## src/rtl/wsg_pkg.sv

```systemverilog
package wsg_pkg;

  typedef struct packed {
    logic supply;
    logic ce_n;
    logic oe_n;
    logic we_n;
  } wsg_pins_t;

  // Safe idle level for every synchronized pin: unpowered, all strobes inactive.
  localparam wsg_pins_t PINS_IDLE = '{supply: 1'b0, ce_n: 1'b1, oe_n: 1'b1, we_n: 1'b1};

endpackage

```

## src/rtl/wsg_sync2.sv

```systemverilog
module wsg_sync2 #(
  parameter int             W       = 1,
  parameter logic [W-1:0]   RST_VAL = '0
) (
  input  logic         clk,
  input  logic         arst_n,
  input  logic [W-1:0] d,
  output logic [W-1:0] q
);

  logic [W-1:0] s1_q;
  logic [W-1:0] s2_q;

  always_ff @(posedge clk or negedge arst_n) begin
    if (!arst_n) begin
      s1_q <= RST_VAL;
      s2_q <= RST_VAL;
    end else begin
      s1_q <= d;
      s2_q <= s1_q;
    end
  end

  assign q = s2_q;

endmodule

```

## src/rtl/wsg_holdoff.sv

```systemverilog
module wsg_holdoff #(
  parameter int LIMIT = 500000
) (
  input  logic clk,
  input  logic arst_n,
  input  logic supply_s,
  output logic ready
);

  localparam int             CW  = $clog2(LIMIT + 1);
  localparam logic [CW-1:0]  LIM = CW'(LIMIT);

  logic [CW-1:0] cnt_q;
  logic [CW-1:0] cnt_d;
  logic          cnt_en;

  // Saturating run-length of supply-good; any low cycle clears it.
  always_comb begin
    cnt_d = cnt_q;
    if (!supply_s) begin
      cnt_d = '0;
    end else if (cnt_q != LIM) begin
      cnt_d = cnt_q + CW'(1);
    end
    cnt_en = (cnt_d != cnt_q);
  end

  always_ff @(posedge clk or negedge arst_n) begin
    if (!arst_n) begin
      cnt_q <= '0;
    end else if (cnt_en) begin
      cnt_q <= cnt_d;
    end
  end

  assign ready = supply_s && (cnt_q == LIM);

endmodule

```

## src/rtl/wsg_width_filter.sv

```systemverilog
module wsg_width_filter #(
  parameter int MIN_WIDTH = 2
) (
  input  logic clk,
  input  logic arst_n,
  input  logic req,
  output logic pulse
);

  localparam int            CW   = $clog2(MIN_WIDTH + 1);
  localparam logic [CW-1:0] MINW = CW'(MIN_WIDTH);
  localparam logic [CW-1:0] LAST = CW'(MIN_WIDTH - 1);

  logic [CW-1:0] run_q;
  logic [CW-1:0] run_d;
  logic          run_en;
  logic          pulse_q;
  logic          pulse_d;

  // Run length saturates at MIN_WIDTH, so the crossing happens once per strobe.
  always_comb begin
    run_d = run_q;
    if (!req) begin
      run_d = '0;
    end else if (run_q != MINW) begin
      run_d = run_q + CW'(1);
    end
    run_en  = (run_d != run_q);
    pulse_d = req && (run_q == LAST);
  end

  always_ff @(posedge clk or negedge arst_n) begin
    if (!arst_n) begin
      run_q   <= '0;
      pulse_q <= 1'b0;
    end else begin
      if (run_en) begin
        run_q <= run_d;
      end
      pulse_q <= pulse_d;
    end
  end

  assign pulse = pulse_q;

endmodule

```

## src/rtl/write_start_gate.sv

```systemverilog
module write_start_gate
  import wsg_pkg::*;
#(
  parameter int POR_CYCLES = 500000,
  parameter int MIN_WIDTH  = 2
) (
  input  logic clk,
  input  logic rst_n,
  input  logic supply_ok,
  input  logic ce_n,
  input  logic oe_n,
  input  logic we_n,
  output logic write_start
);

  localparam int PIN_W = $bits(wsg_pins_t);

  // Reset: asserted asynchronously, released on the clock.
  logic [1:0] rst_pipe_q;
  logic       arst_n;

  always_ff @(posedge clk or negedge rst_n) begin
    if (!rst_n) begin
      rst_pipe_q <= 2'b00;
    end else begin
      rst_pipe_q <= {rst_pipe_q[0], 1'b1};
    end
  end

  assign arst_n = rst_pipe_q[1];

  wsg_pins_t pins_raw;
  wsg_pins_t pins_s;
  logic      sup_s;
  logic      ce_s;
  logic      oe_s;
  logic      we_s;
  logic      ready;
  logic      req;

  assign pins_raw = '{supply: supply_ok, ce_n: ce_n, oe_n: oe_n, we_n: we_n};

  wsg_sync2 #(
    .W       (PIN_W),
    .RST_VAL (PINS_IDLE)
  ) u_sync (
    .clk    (clk),
    .arst_n (arst_n),
    .d      (pins_raw),
    .q      (pins_s)
  );

  assign sup_s = pins_s.supply;
  assign ce_s  = pins_s.ce_n;
  assign oe_s  = pins_s.oe_n;
  assign we_s  = pins_s.we_n;

  wsg_holdoff #(
    .LIMIT (POR_CYCLES)
  ) u_holdoff (
    .clk      (clk),
    .arst_n   (arst_n),
    .supply_s (sup_s),
    .ready    (ready)
  );

  // Legal write: powered and settled, chip selected, outputs off, strobe low.
  assign req = ready && !ce_s && oe_s && !we_s;

  wsg_width_filter #(
    .MIN_WIDTH (MIN_WIDTH)
  ) u_filter (
    .clk    (clk),
    .arst_n (arst_n),
    .req    (req),
    .pulse  (write_start)
  );

endmodule

```

## config.mk

```make
export PLATFORM = sky130hd
export DESIGN_NAME = write_start_gate
export DESIGN_NICKNAME = d
export VERILOG_FILES = /design/src/rtl/wsg_pkg.sv /design/src/rtl/wsg_sync2.sv /design/src/rtl/wsg_holdoff.sv /design/src/rtl/wsg_width_filter.sv /design/src/rtl/write_start_gate.sv
export SDC_FILE = /design/constraint.sdc
export NUM_CORES = 1
export LEC_CHECK = 0
export BUFFER_PORTS_ARGS = -buffer_cell sky130_fd_sc_hd__buf_2
export CAP_MARGIN = 20
export CORE_ASPECT_RATIO = 2
export CORE_MARGIN = 5
export CORE_UTILIZATION = 52
export CTS_BUF_LIST = sky130_fd_sc_hd__clkbuf_4
export DETAILED_ROUTE_END_ITERATION = 8
export PLACE_DENSITY = 0.71
export SYNTH_ARGS = -nofsm -noshare
export SYNTH_HDL_FRONTEND = slang
export SYNTH_SLANG_ARGS = --single-unit
```

## constraint.sdc

```tcl
create_clock -name clk -period 1.1 [get_ports clk]
set_clock_uncertainty 0.05 [all_clocks]
set_input_delay 0.11 -clock clk [delete_from_list [all_inputs] [get_ports clk]]
set_output_delay 0.11 -clock clk [all_outputs]
set_load 0.05 [all_outputs]
```

==> run metrics <==
maximum VDD drop 0.00138 V; worst-case setup slack after placement -0.530 ns; critical path's largest stage delay 0.39 ns; total congestion overflow 0; Final Slew Violations 0; die width roughly 47 µm; run status complete, but fails checks; CTS HTree Levels 2; largest driver fanout on the critical path 6; Worst Setup Path Type reg2reg; highest-delay cell along the critical path sky130_fd_sc_hd__dfrtp_1; final RePlAce weighted congestion slightly above 0.8; number of clock sinks 32; area inside the core boundary 2600 µm²; placed cell areas 1690 µm²; vias in the first global route 1245; final clock period utilization by the worst path 150%; Max-Cap Viols 0; count of unique library cells instantiated by Yosys 32; deepest clock path buffer count 2; power density over cell area 1110 nW/µm²; cell leakage power 0.905 nW; endpoint kind of the worst setup timing path register; clock transition at the register clock pins on the worst setup and hold paths after CTS approximately 0.090 ns; buffering stage count on the worst path with inverters included 1; drc violations 0; area grow syn2layout 40.1%; flip-flop and latch count after synthesis 32; top achievable clock speed 0.606 GHz; parity-gate share of the synthesized area counting xor and xnor cells 6.19%; fraction of the yosys area taken by sequential cells between 50% and 60%; required time at the endpoint of the critical path 1.30 ns; number of antenna violations at the first check in global routing 0; minimum clock period after layout 1.65 ns; number of nets in the finished design 186; synthesized instance count about 130; cell at the root of the clock tree sky130_fd_sc_hd__clkbuf_4; insertion delay to the later sink of the worst-skew pair 0.33 ns; Arrival @ worst endpoint 1.85 ns; count of endpoints failing hold in the final timing report 0; worst path cell trace nor4_1, nand4_1, nor4_4, buf_4, mux2i_1; antenna cell count 0; setup repair after global routing missed its margin true; smallest hold slack 0.0324 ns; effective utilization at floorplan 54.4%; Buffers on Ports 6; Cell Count, Final, Fillers Out 205; number of buffers created by CTS 5; Placement Rows 26; area occupied by registers around 810 µm²; first-pass GRT wire length between 5000 and 6000 µm; source of the worst register-to-register timing path u_holdoff.cnt_q[10]; antenna violation net count after detailed routing 0; ratio of cells with drive above 1 in the final layout between 40 and 50%; total nets after synthesis 135; via total after detailed routing 1143; R2R depth 5; dominant delay contributor by cell family on the critical path simple AND/OR/NAND/NOR gates; Warnings, synthesis 0; aggregate routed wire length between 3000 and 4000 µm; area fraction in compound gates after synthesis ~6.2%; R2R setup slack -0.55 ns; CP Launch Type register; Top Ports 7; Mean Syn Cell Area 11.3 µm²; total of fill cells in the finished design 163; largest net degree at the start of global routing 22; DRT Pass-1 Iters 4; average vias per placed instance 5.58; TritonCTS clock tree done; worst min-delay path category in2async; count of placed standard cells including taps around 190; final worst-path setup slack -0.550 ns; Detailed Place HPWL 2190 µm; mux contribution to synthesized area 1.41%; violations in the final reports negative setup slack; Post-Synthesis Cell Area about 1400 µm²; largest family of logic cells by synthesized area simple AND/OR/NAND/NOR gates; share of the core filled with cells 76.2%; RR Endpoint u_holdoff.cnt_q[0]; die outline height 83.8 µm; GRT Util Overall 19.0%; Die Outline Area 3930 µm²; simple logic cell fraction of the synthesized area roughly 22%; final design area excluding fillers 1980 µm²; Setup Viol. Count Final 22; Detailed Route Iter0 Violations 49; average routed wire per standard cell 16.1 µm; footprint of the multi-input gates 666 µm²; share of synthesized cell area in full adder, half adder and majority cells 3.54%
## registers in the layout (all words and copies together), names as in the netlist
signal and cells:
u_holdoff.cnt_q 19, u_sync.q 4, u_sync.s1_q 4, rst_pipe_q 2
u_filter.run_q 2, u_filter.pulse 1
## cell type report
class / count / share of cell area (%)
Sequential cell: 32 / 40.8
Tap cell: 28 / 1.77
Timing Repair Buffer: 46 / 18.7
Multi-Input combinational cell: 84 / 33.6
Inverter: 7 / 1.33
Clock inverter: 3 / 1.89
Clock buffer: 5 / 1.89
## layout by cell type, fill, tap and decap left out, types with 4 or more instances in the layout
cell type	synthesis	routed
sky130_fd_sc_hd__inv_1	6	6
sky130_fd_sc_hd__nand2_1	8	7
sky130_fd_sc_hd__dfstp_2	6	6
sky130_fd_sc_hd__buf_6	1	7
sky130_fd_sc_hd__clkbuf_4	0	5
sky130_fd_sc_hd__nand4_1	4	4
sky130_fd_sc_hd__a21oi_2	0	6
sky130_fd_sc_hd__buf_2	0	5
sky130_fd_sc_hd__dfrtp_1	26	26
sky130_fd_sc_hd__o21ai_0	6	5
sky130_fd_sc_hd__dlygate4sd3_1	0	5
sky130_fd_sc_hd__nor2_1	10	10
sky130_fd_sc_hd__xor2_1	8	8
sky130_fd_sc_hd__buf_4	0	29
## report_power, final
part	switching, mW	internal [mW]
logic	0.0720	0.0600
registers	0.0169	1.21
clock network	0.381	0.464
## per-stage QoR
stage	power, mW	setup TNS, ns
floorplan	1.30	-5.54
global placement	1.35	-6.97
detailed placement	1.36	-8.01
CTS	2.23	-7.84
global route	2.30	-9.02
finish	2.21	-7.80
## layer usage
layer | part of all wire [%] | vias to the layer above | GRT usage (%) | routed length, µm
met3 | 2.6 | 8 | 4.32 | 87
met4 | 2.9 | 0 | 12.3 | 95
met2 | 58 | 24 | 30.9 | 1920
met1 | 36 | 568 | 20.6 | 1200
li1 | - | 543 | - | -
met5 | 0 | - | 0 | 0
## worst reg2reg max path, cell delays in order (launching register included)
cell,delay [ns]
sky130_fd_sc_hd__dfrtp_1,0.39
sky130_fd_sc_hd__nor4_1,0.29
sky130_fd_sc_hd__nand4_1,0.19
sky130_fd_sc_hd__nor4_4,0.28
sky130_fd_sc_hd__buf_4,0.19
sky130_fd_sc_hd__mux2i_1,0.19
## cell usage after synthesis
cell type,instances,area share [%]
sky130_fd_sc_hd__dfrtp_1,26,46
sky130_fd_sc_hd__nor2_1,10,2.7
sky130_fd_sc_hd__nand2_1,8,2.1
sky130_fd_sc_hd__xor2_1,8,5.0
sky130_fd_sc_hd__a21oi_1,7,2.5
sky130_fd_sc_hd__dfstp_2,6,11
sky130_fd_sc_hd__inv_1,6,1.6
sky130_fd_sc_hd__nand3_1,6,2.1
sky130_fd_sc_hd__o21ai_0,6,2.1
sky130_fd_sc_hd__or3_1,5,2.2
sky130_fd_sc_hd__and3_1,4,1.8
sky130_fd_sc_hd__ha_1,4,3.5
sky130_fd_sc_hd__nand4_1,4,1.8
sky130_fd_sc_hd__o31ai_1,3,1.6
sky130_fd_sc_hd__and4_1,2,1.2
sky130_fd_sc_hd__mux2i_1,2,1.4
sky130_fd_sc_hd__or4_1,2,1.1
sky130_fd_sc_hd__xnor2_1,2,1.2
sky130_fd_sc_hd__and2_1,1,0.44
sky130_fd_sc_hd__buf_6,1,0.80
sky130_fd_sc_hd__clkbuf_1,1,0.26
sky130_fd_sc_hd__clkinv_1,1,0.26
sky130_fd_sc_hd__conb_1,1,0.26
sky130_fd_sc_hd__nand3b_1,1,0.53
sky130_fd_sc_hd__nand4_2,1,0.88
sky130_fd_sc_hd__nand4_4,1,1.5
sky130_fd_sc_hd__nor3_1,1,0.35
sky130_fd_sc_hd__nor4_1,1,0.44
sky130_fd_sc_hd__nor4_4,1,1.5
sky130_fd_sc_hd__nor4b_1,1,0.62
sky130_fd_sc_hd__or2_2,1,0.44
sky130_fd_sc_hd__or4b_1,1,0.71
## worst max path at each step
stage / endpoint / from / cells after the start / slack, ns
final: u_holdoff.cnt_q[0] / u_holdoff.cnt_q[10] / 5 / -0.55
after global routing: u_holdoff.cnt_q[1] / u_holdoff.cnt_q[10] / 5 / -0.63
after CTS: u_holdoff.cnt_q[0] / u_holdoff.cnt_q[6] / 5 / -0.55
after detailed placement: u_holdoff.cnt_q[0] / u_holdoff.cnt_q[6] / 5 / -0.53
after global placement: u_holdoff.cnt_q[1] / u_holdoff.cnt_q[6] / 5 / -0.47
after floorplan: u_holdoff.cnt_q[17] / u_holdoff.cnt_q[2] / 5 / -0.46
## timing repair
item | 4_1_cts | 5_1_grt
pin swaps | 7 | 18
setup buffers | 3 | 4
cloned | 0 | 0
endpoints found under the hold margin | 6 | 0
hold buffers | 5 | 0
endpoints found under the setup margin | 23 | 22
resized for setup | 8 | 26
## cell families (layout without fill, tap and decap cells)
kind of cell | after synthesis | after routing
adder cells (fa/ha/maj) | 4 | 4
AND/OR/NAND/NOR | 51 | 51
buffers and inverters | 9 | 61
other | 1 | 1
multiplexers | 2 | 2
AO/OA/AOI/OAI | 16 | 16
XOR/XNOR | 10 | 10
flip-flops | 32 | 32
Power figures use the tool's default switching activity.
